==> src/rtl/alu8_pkg.sv <==
`timescale 1ns/1ps
package alu8_pkg;
  localparam int W    = 8;
  localparam int IW   = $clog2(W);
  localparam int HB   = 4;              // half-carry boundary
  localparam int FS   = 7;
  localparam int FZ   = 6;
  localparam int FH   = 4;
  localparam int FP   = 2;
  localparam int FN   = 1;
  localparam int FC   = 0;
  localparam logic [W-1:0] FLAG_KEEP =
    W'((1 << FS) | (1 << FZ) | (1 << FH) | (1 << FP) | (1 << FN) | (1 << FC));

  typedef enum logic [2:0] {
    GRP_ACC   = 3'd0,
    GRP_MISC  = 3'd1,
    GRP_AROT  = 3'd2,
    GRP_SHIFT = 3'd3,
    GRP_BIT   = 3'd4
  } grp_e;

  typedef struct packed {
    logic [W-1:0] res;
    logic [W-1:0] flg;
    logic         wr;
  } alu_out_t;

  typedef struct packed {
    logic [W-1:0] res;
    logic         c;
    logic         h;
    logic         v;
  } sum_t;

  function automatic logic even_par(input logic [W-1:0] v);
    return ~^v;
  endfunction

  function automatic logic [W-1:0] mk_flags(input logic s, input logic z,
      input logic h, input logic p, input logic n, input logic c);
    logic [W-1:0] f;
    f     = '0;
    f[FS] = s;
    f[FZ] = z;
    f[FH] = h;
    f[FP] = p;
    f[FN] = n;
    f[FC] = c;
    return f;
  endfunction

  // add or subtract with carry/borrow in; carries reported as borrows for sub
  function automatic sum_t add_core(input logic [W-1:0] a, input logic [W-1:0] b,
      input logic cin, input logic sub);
    logic [W-1:0] bx;
    logic         cx;
    logic [HB:0]  lo;
    logic [W:0]   full;
    sum_t         s;
    bx    = sub ? ~b : b;
    cx    = sub ? ~cin : cin;
    lo    = {1'b0, a[HB-1:0]} + {1'b0, bx[HB-1:0]} + {{HB{1'b0}}, cx};
    full  = {1'b0, a} + {1'b0, bx} + {{W{1'b0}}, cx};
    s.res = full[W-1:0];
    s.c   = full[W] ^ sub;
    s.h   = lo[HB] ^ sub;
    s.v   = (a[W-1] == bx[W-1]) && (s.res[W-1] != a[W-1]);
    return s;
  endfunction

  // returns {carry_out, result}
  function automatic logic [W:0] rot_core(input logic [2:0] code,
      input logic [W-1:0] a, input logic cin);
    case (code)
      3'd0:    return {a[W-1], a[W-2:0], a[W-1]};
      3'd1:    return {a[0], a[0], a[W-1:1]};
      3'd2:    return {a[W-1], a[W-2:0], cin};
      3'd3:    return {a[0], cin, a[W-1:1]};
      3'd4:    return {a[W-1], a[W-2:0], 1'b0};
      3'd5:    return {a[0], a[W-1], a[W-1:1]};
      3'd6:    return {a[W-1], a[W-2:0], 1'b1};
      default: return {a[0], 1'b0, a[W-1:1]};
    endcase
  endfunction
endpackage

==> src/rtl/alu8_arith.sv <==
`timescale 1ns/1ps
module alu8_arith
  import alu8_pkg::*;
(
  input  logic [2:0]   sel,
  input  logic [W-1:0] a,
  input  logic [W-1:0] b,
  input  logic [W-1:0] fin,
  output alu_out_t     out
);
  logic   is_sub;
  logic   cin;
  sum_t   s;
  logic [W-1:0] lr;

  assign is_sub = (sel == 3'd2) || (sel == 3'd3) || (sel == 3'd7);
  assign cin    = sel[0] && !sel[2] && fin[FC];
  assign s      = add_core(a, b, cin, is_sub);

  always_comb begin
    case (sel)
      3'd4:    lr = a & b;
      3'd5:    lr = a ^ b;
      default: lr = a | b;
    endcase
    if (sel[2] && sel != 3'd7) begin
      out.res = lr;
      out.flg = mk_flags(lr[W-1], lr == '0, sel == 3'd4, even_par(lr), 1'b0, 1'b0);
      out.wr  = 1'b1;
    end else begin
      out.res = s.res;
      out.flg = mk_flags(s.res[W-1], s.res == '0, s.h, s.v, is_sub, s.c);
      out.wr  = (sel != 3'd7);
    end
  end
endmodule

==> src/rtl/alu8_misc.sv <==
`timescale 1ns/1ps
module alu8_misc
  import alu8_pkg::*;
(
  input  logic [2:0]   sel,
  input  logic [W-1:0] a,
  input  logic [W-1:0] fin,
  output alu_out_t     out
);
  localparam logic [HB-1:0] NIB_MAX = HB'(9);
  localparam logic [W:0]    LO_FIX  = (W+1)'(6);
  localparam logic [W-1:0]  HI_FIX  = W'(8'h60);

  logic         lo_fix;
  logic         hi_fix;
  logic [W:0]   t1;
  logic [W-1:0] daa_res;
  logic         daa_c;
  logic         daa_h;
  sum_t         neg;

  assign neg = add_core('0, a, 1'b0, 1'b1);

  always_comb begin
    lo_fix = (a[HB-1:0] > NIB_MAX) || fin[FH];
    t1     = {1'b0, a} + (lo_fix ? LO_FIX : '0);
    hi_fix = (t1[W:HB] > (W+1-HB)'(9)) || fin[FC];
    if (!fin[FN]) begin
      daa_res = t1[W-1:0] + (hi_fix ? HI_FIX : '0);
      daa_c   = fin[FC] | hi_fix;
      daa_h   = a[HB-1:0] > NIB_MAX;
    end else begin
      daa_res = a - (fin[FH] ? W'(6) : '0) - (fin[FC] ? HI_FIX : '0);
      daa_c   = fin[FC];
      daa_h   = fin[FH] && (a[HB-1:0] < HB'(6));
    end
  end

  always_comb begin
    out.res = a;
    out.flg = fin;
    out.wr  = 1'b1;
    case (sel)
      3'd0: begin
        out.res = daa_res;
        out.flg = mk_flags(daa_res[W-1], daa_res == '0, daa_h, even_par(daa_res),
                           fin[FN], daa_c);
      end
      3'd1: begin
        out.res     = ~a;
        out.flg[FH] = 1'b1;
        out.flg[FN] = 1'b1;
      end
      3'd2: begin
        out.res = neg.res;
        out.flg = mk_flags(neg.res[W-1], neg.res == '0, neg.h, neg.v, 1'b1, neg.c);
      end
      3'd3: begin
        out.flg[FC] = 1'b1;
        out.flg[FH] = 1'b0;
        out.flg[FN] = 1'b0;
      end
      3'd4: begin
        out.flg[FC] = ~fin[FC];
        out.flg[FH] = fin[FC];
        out.flg[FN] = 1'b0;
      end
      default: out.wr = 1'b0;
    endcase
  end
endmodule

==> src/rtl/alu8_shift.sv <==
`timescale 1ns/1ps
module alu8_shift
  import alu8_pkg::*;
(
  input  logic         is_cb,
  input  logic [2:0]   sel,
  input  logic [W-1:0] a,
  input  logic [W-1:0] fin,
  output alu_out_t     out
);
  logic [2:0] code;
  logic [W:0] rot;

  assign code = is_cb ? sel : {1'b0, sel[1:0]};
  assign rot  = rot_core(code, a, fin[FC]);

  always_comb begin
    out.res = rot[W-1:0];
    out.wr  = 1'b1;
    if (is_cb)
      out.flg = mk_flags(rot[W-1], rot[W-1:0] == '0, 1'b0, even_par(rot[W-1:0]),
                         1'b0, rot[W]);
    else
      out.flg = mk_flags(fin[FS], fin[FZ], 1'b0, fin[FP], 1'b0, rot[W]);
  end
endmodule

==> src/rtl/alu8_bitop.sv <==
`timescale 1ns/1ps
module alu8_bitop
  import alu8_pkg::*;
(
  input  logic [1:0]    sel,
  input  logic [IW-1:0] idx,
  input  logic [W-1:0]  a,
  input  logic [W-1:0]  fin,
  output alu_out_t      out
);
  logic [W-1:0] mask;

  assign mask = W'(1) << idx;

  always_comb begin
    out.res = a;
    out.flg = fin;
    out.wr  = 1'b1;
    case (sel)
      2'b01: begin
        out.flg[FZ] = (a & mask) == '0;
        out.flg[FH] = 1'b1;
        out.flg[FN] = 1'b0;
        out.wr      = 1'b0;
      end
      2'b10:   out.res = a & ~mask;
      2'b11:   out.res = a | mask;
      default: out.wr  = 1'b0;
    endcase
  end
endmodule

==> src/rtl/alu8_unit.sv <==
`timescale 1ns/1ps
module alu8_unit
  import alu8_pkg::*;
(
  input  logic [2:0]    op_grp,
  input  logic [2:0]    op_sel,
  input  logic [IW-1:0] bit_idx,
  input  logic [W-1:0]  opa,
  input  logic [W-1:0]  opb,
  input  logic [W-1:0]  flags_in,
  output logic [W-1:0]  result,
  output logic [W-1:0]  flags_out,
  output logic          wr_en
);
  alu_out_t arith_o;
  alu_out_t misc_o;
  alu_out_t shift_o;
  alu_out_t bit_o;
  alu_out_t pick;
  logic     grp_is_cb;

  assign grp_is_cb = (op_grp == GRP_SHIFT);

  alu8_arith i_arith (.sel(op_sel), .a(opa), .b(opb), .fin(flags_in), .out(arith_o));
  alu8_misc  i_misc  (.sel(op_sel), .a(opa), .fin(flags_in), .out(misc_o));
  alu8_shift i_shift (.is_cb(grp_is_cb), .sel(op_sel), .a(opa), .fin(flags_in),
                      .out(shift_o));
  alu8_bitop i_bitop (.sel(op_sel[1:0]), .idx(bit_idx), .a(opa), .fin(flags_in),
                      .out(bit_o));

  always_comb begin
    case (grp_e'(op_grp))
      GRP_ACC:              pick = arith_o;
      GRP_MISC:             pick = misc_o;
      GRP_AROT, GRP_SHIFT:  pick = shift_o;
      GRP_BIT:              pick = bit_o;
      default: begin
        pick.res = opa;
        pick.flg = flags_in;
        pick.wr  = 1'b0;
      end
    endcase
  end

  assign result    = pick.res;
  assign flags_out = pick.flg & FLAG_KEEP;
  assign wr_en     = pick.wr;
endmodule

==> config.mk <==
export PLATFORM = sky130hd
export DESIGN_NAME = alu8_unit
export DESIGN_NICKNAME = d
export VERILOG_FILES = /design/src/rtl/alu8_pkg.sv /design/src/rtl/alu8_arith.sv /design/src/rtl/alu8_misc.sv /design/src/rtl/alu8_shift.sv /design/src/rtl/alu8_bitop.sv /design/src/rtl/alu8_unit.sv
export SDC_FILE = /design/constraint.sdc
export NUM_CORES = 1
export LEC_CHECK = 0
export ABC_AREA = 1
export ABC_CLOCK_PERIOD_IN_PS = 8270
export BUFFER_PORTS_ARGS = -buffer_cell sky130_fd_sc_hd__buf_2
export CORE_AREA = 4 4 106 108
export DETAILED_ROUTE_END_ITERATION = 8
export DIE_AREA = 0 0 110 112
export GPL_ROUTABILITY_DRIVEN = 1
export MAX_ROUTING_LAYER = met4
export PLACE_DENSITY_LB_ADDON = 0.3
export SLEW_MARGIN = 20
export SYNTH_ARGS = -nofsm -noshare
export SYNTH_HDL_FRONTEND = slang
export SYNTH_SLANG_ARGS = --single-unit
==> constraint.sdc <==
create_clock -name vclk -period 8.27
set_input_delay 1.2405 -clock vclk [all_inputs]
set_output_delay 1.2405 -clock vclk [all_outputs]
set_load 0.02 [all_outputs]
==> reports/summary.md, run 1 <==
• **run status** finished, final reports clean
• **combined flip-flop and latch cell area** 0 sq um
• **final hold violations** 0
• **Synthesis Warnings** 0
• **cell count after synthesis** 604
• **Resize count post-CTS** 0
• **x dimension of the die** 110 um
• **Relative slew margins** 0.499
• **largest driver fanout on the critical path** 13
• **largest net degree at the start of global routing** 22
• **Mean Syn Cell Area** 5.83 sq um
• **time the final worst path needs with I/O delays and setup** 7.12 ns
• **master of the slowest instance on the critical path** fa_1
• **fraction of final layout cells sized beyond drive strength 1** 0.146
• **final routed wire length divided by cell count** 16.7 um
• **pwr/cell area** 73.0 mW/mm^2
• **total iterations of the first detailed-routing run** 6
• **number of buffers added to fix hold violations after cts** 0
• **accumulated negative setup slack** 0 ns
• **initial antenna violation count** 0
• **Switching Share** 0.655
• **Syn-to-layout area delta** 7.64%
• **gr usage total** 0.213
• **placed wire-length estimate** 10400 um
• **Internal** 0.0953 mW
• **switching pwr** 0.181 mW
• **share of the clock period used by the worst path after layout** 0.861
• **Setup crit start kind** input port
• **DRT antenna net count** 0
• **via density per instance** 5.43
• **final net count** 722
• **Gate power share** 1.000
• **setup repair after global routing missed its margin** false
• **f_max** 140 MHz
• **slowest stage delay, CP** 0.42 ns
• **post-route standard cell area excluding fillers** 0.00379 sq mm
• **Top Family by Delay on Critical Path** adder cells
• **transition at the pin with the smallest max-transition slack** 0.751 ns
• **Crit path top cell by count** nand2_1
• **total wirelength of the detailed-routed design** 12800 um
• **Netlist cell types** 45
• **Placeable Area** 0.0102 sq mm
• **total I/O pin count** 50
• **via count** 4170
• **Clock Power Share** 0
• **Port Buf Inserts** 46
• **Min-Delay Path Class** in -> out
• **FFs & Latches** 0
• **post-synthesis cell area** 0.00352 sq mm
• **Place WS** 1.21 ns
• **fraction of the yosys area taken by sequential cells** 0
• **Post-CTS Repair Setup Buffers** 0
• **DRC violations left** 0
• **area fraction of the dominant cell type after synthesis** 0.181
• **DIE AREA** 0.0123 sq mm
• **data arrival time of the worst path** 5.88 ns
• **Initial Util** 0.344
• **reported max-cap violation count** 0
• **gp weighted congestion** 1.01
• **count of pins over their slew limit** 0
• **endpoint required time on the critical path** 7.03 ns
• **number of core rows** 37
• **CLK BUF** 0
• **critical path start-end classification** in -> out
• **Chip Height** 112 um
• **peak supply drop** 0.0266 mV
• **PnR worst setup slack** 1.15 ns
• **Util after Layout** 0.371
• **top cells by area in the synthesized netlist** ha_1 18%, nand2_1 16%, o21ai_0 7.5%
• **Antenna Cells** 0
• **sequential share of power** 0
• **starting DRC count in detailed routing** 386
• **global-route wire length before repair** 20500 um
• **via count of the first global-routing pass** 3942
• **element type at the critical path end** output port
• **crit path buf inv count** 4
• **top cell type by total area after synthesis** ha_1
• **number of setup violations in the final report** 0
• **overall overflow remaining after global route** 0
• **tightest hold margin** 2.88 ns
• **standby leakage power** 1.95 nW
• **number of inserted filler cells in the final layout** 1151
• **total cell area at the placement stage** 0.00379 sq mm
-- cell families (layout without fill, tap and decap cells) --
logic type	Yosys count	count (layout)	synth area share
AND/OR/NAND/NOR	294	294	0.395
AO/OA/AOI/OAI	127	127	0.208
buffers and inverters	102	129	0.129
adder cells (fa/ha/maj)	55	55	0.204
XOR/XNOR	25	25	0.0622
other	1	2	0.00106
-- cells in the final DEF, fill, tap and decap left out, drive strengths merged, types with 4 or more instances in the layout --
cell type / n
nand2: 159
inv: 79
o21ai: 60
nor2: 58
ha: 51
nand3: 47
buf: 47
a21oi: 35
nand4: 19
xor2: 15
o211ai: 11
xnor2: 10
o22ai: 7
or2: 6
nand3b: 4
o2111ai: 4
fa: 4
-- power by group through the flow --
stage               Combinational [mW]  Sequential, mW  Clock (mW)
floorplan                        0.201               0           0
global placement                 0.267               0           0
detailed placement               0.272               0           0
CTS                              0.273               0           0
global route                     0.308               0           0
finish                           0.277               0           0
-- metrics by stage --
step                instances  total power, mW
floorplan                 605            0.201
global placement          768            0.267
detailed placement        768            0.272
CTS                       768            0.273
global route              768            0.308
finish                    768            0.277
-- final cells by class --
class,instances,area (sq um),share of cell area
well taps,136,170,0.0449
multi-input cells,503,3070,0.810
inverters,82,313,0.0825
repair buffers,47,238,0.0627
-- cell usage after synthesis (7+ instances only) --
library cell,n
nand2_1,147
inv_1,64
o21ai_0,53
ha_1,51
nor2_1,48
nand3_1,46
a21oi_1,34
nand4_1,19
xor2_1,15
inv_2,13
o211ai_1,10
xnor2_1,10
nand2_2,7
o22ai_1,7
-- worst min-delay path, delay by kind of cell --
family / cells / cell delay (ns)
AND/OR/NAND/NOR: 2 / 0.13
buffers and inverters: 2 / 0.26
-- worst paths after layout --
check	start	end	slack [ns]	cells past startpoint
max	opa[1]	flags_out[2]	1.15	28
min	flags_in[2]	flags_out[2]	2.88	4
-- routing by layer --
layer,wire [um],vias up,track usage
met1,5820,1882,0.302
met2,5700,186,0.333
met3,1020,16,0.0162
li1,-,2086,-
met5,0,-,-
met4,297,0,0.0391
Note: power is estimated with default switching activity, not from simulation.
==> run 2: changes to the inputs <==
Settings changed: CORE_AREA 4 4 106 108 to 4 4 99 101, DIE_AREA 0 0 110 112 to 0 0 103 105, RECOVER_POWER set to 25.
==> run 2 against run 1 <==
The run now ends with max-capacitance violations, max-slew violations left. First-iteration DRC count shrank 3.9%. Critical path depth unchanged. Die area is 12% lower. Routed wire length grew 3.2%. Clock-buffer cell count did not move. Setup slack gained 0.064 ns. Maximum frequency grew 0.90%. Critical endpoint unchanged.
==> reports/summary.md, run 2 (synthesis results as in run 1) <==
• **transition at the pin with the smallest max-transition slack** 1.97 ns, +1.22 ns
• **CP endpoint** flags_out[2]
• **final routed wire length divided by cell count** 17.8 um, +6.7%
• **reported max-cap violation count** 1, +1
• **Syn-to-layout area delta** 6.57%
• **Port Buf Inserts** 46, unchanged
• **Min-Delay Path Class** in -> out
• **Antenna Cells** 0, unchanged
• **count of pins over their slew limit** 12, +12
• **Resize count post-CTS** 0, unchanged
• **number of buffers added to fix hold violations after cts** 0, unchanged
• **accumulated negative setup slack** 0 ns, unchanged
• **Initial Util** 0.390, +0.0462
• **Place WS** 1.25 ns, +0.0448 ns
• **DRT antenna net count** 0, unchanged
• **critical path start-end classification** in -> out
• **Placeable Area** 0.00902 sq mm, -12%
• **sequential share of power** 0, unchanged
• **final total power** 0.278 mW, +0.34%
• **run status** finished with violations
• **crit path buf inv count** 4, unchanged
• **element type at the critical path end** output port
• **data arrival time of the worst path** 5.82 ns, -0.06 ns
• **f_max** 142 MHz, +0.90%
• **switching pwr** 0.182 mW, +0.53%
• **initial antenna violation count** 0, unchanged
• **Top Family by Delay on Critical Path** adder cells
• **DRC violations left** 0, unchanged
• **Internal** 0.0953 mW, about the same
• **Clock Power Share** 0, unchanged
• **commonest cells after routing, fill and taps aside** 147 x nand2_1, 64 x inv_1, 54 x o21ai_0
• **CLK BUF** 0, unchanged
• **Util after Layout** 0.416, +0.0455
• **overall overflow remaining after global route** 0, unchanged
• **peak supply drop** 0.0394 mV, +48%
• **fraction of final layout cells sized beyond drive strength 1** 0.141, -0.00475
• **standby leakage power** 1.94 nW, -0.36%
• **DIE AREA** 0.0108 sq mm, -12%
• **Post-CTS Repair Setup Buffers** 0, unchanged
• **global-route wire length before repair** 20900 um, +1.9%
• **placed wire-length estimate** 10500 um, +0.91%
• **CP Launch Point** opa[1]
• **largest driver fanout on the critical path** 13, unchanged
• **final net count** 722, unchanged
• **x dimension of the die** 103 um, -6.4%
• **combined flip-flop and latch cell area** 0 sq um, unchanged
• **failing checks** max-capacitance violations, max-slew violations
• **setup repair after global routing missed its margin** false
• **number of setup violations in the final report** 0, unchanged
• **total I/O pin count** 50, unchanged
• **Relative slew margins** -0.328, -0.827
• **share of the clock period used by the worst path after layout** 0.854, -0.00769
• **total wirelength of the detailed-routed design** 13200 um, +3.2%
• **PnR worst setup slack** 1.21 ns, +0.0636 ns
• **number of cells on the critical path** 28, unchanged
• **time the final worst path needs with I/O delays and setup** 7.06 ns, -0.0636 ns
• **via count** 4257, +2.1%
• **number of core rows** 35, -5.4%
• **total iterations of the first detailed-routing run** 5, -1
• **area occupied by multi-input gates** 0.00307 sq mm, -0.12%
• **via count of the first global-routing pass** 3897, -1.1%
• **tightest hold margin** 2.87 ns, -0.00694 ns
• **starting DRC count in detailed routing** 371, -3.9%
• **Chip Height** 105 um, -6.3%
• **final hold violations** 0, unchanged
• **number of inserted filler cells in the final layout** 1025, -11%
• **Switching Share** 0.657, +0.00123
• **endpoint required time on the critical path** 7.03 ns, about the same
• **pwr/cell area** 73.9 mW/mm^2, +1.3%
• **via density per instance** 5.73, +5.5%
• **slowest stage delay, CP** 0.42 ns, about the same
• **largest net degree at the start of global routing** 22, unchanged
• **master of the slowest instance on the critical path** fa_1
• **Setup crit start kind** input port
• **FFs & Latches** 0, unchanged
• **Gate power share** 1.000, about the same
• **gp weighted congestion** 1.05, +4.2%
• **Crit path top cell by count** nand2_1
• **most common cell after layout, fill and taps aside** nand2_1
• **gr usage total** 0.251, +0.0378
-- run 2: changes by cell type in the layout (fill, tap and decap cells not counted), sizes merged --
| cell | delta |
|---|---|
| buf | -2 |
| clkbuf | +2 |
-- run 2: how the worst min path moves through the flow --
| stage | slack, ns | from | depth (start not counted) | endpoint |
|---|---|---|---|---|
| after floorplan | 2.66 | flags_in[7] | 2 | flags_out[7] |
| after global placement | 2.87 | flags_in[2] | 4 | flags_out[2] |
| after detailed placement | 2.87 | flags_in[2] | 4 | flags_out[2] |
| after CTS | 2.87 | flags_in[2] | 4 | flags_out[2] |
| after global routing | 2.90 | flags_in[2] | 4 | flags_out[2] |
| final | 2.87 | flags_in[2] | 4 | flags_out[2] |
-- run 2: power by group through the flow --
stage | Sequential (mW) | Combinational, mW | Clock, mW
floorplan | 0 | 0.201 | 0
global placement | 0 | 0.270 | 0
detailed placement | 0 | 0.274 | 0
CTS | 0 | 0.275 | 0
global route | 0 | 0.312 | 0
finish | 0 | 0.278 | 0
-- run 2: metal layers --
| layer | part of all wire | track usage | vias to the layer above |
|---|---|---|---|
| met5 | 0 | - | - |
| met4 | 0.030 | 0.0490 | 0 |
| met2 | 0.44 | 0.384 | 189 |
| met1 | 0.46 | 0.369 | 1953 |
| li1 | - | - | 2084 |
| met3 | 0.068 | 0.00801 | 31 |
-- run 2: final cells by class --
| class | instances | share of cell area |
|---|---|---|
| Inverter | 82 | 0.0833 |
| Multi-Input combinational cell | 503 | 0.817 |
| Tap cell | 111 | 0.0370 |
| Timing Repair Buffer | 47 | 0.0627 |
-- run 2: tightest hold or removal path: stages --
cell and delay (ns):
buf_2 0.11, nand2_1 0.06, nand3_1 0.07, buf_2 0.15
-- run 2: stage by stage --
step / std cells / cell area (sq um)
2_1_floorplan: 605 / 3530
3_3_place_gp: 743 / 3760
3_5_place_dp: 743 / 3760
4_1_cts: 743 / 3760
5_1_grt: 743 / 3750
6_report: 743 / 3750
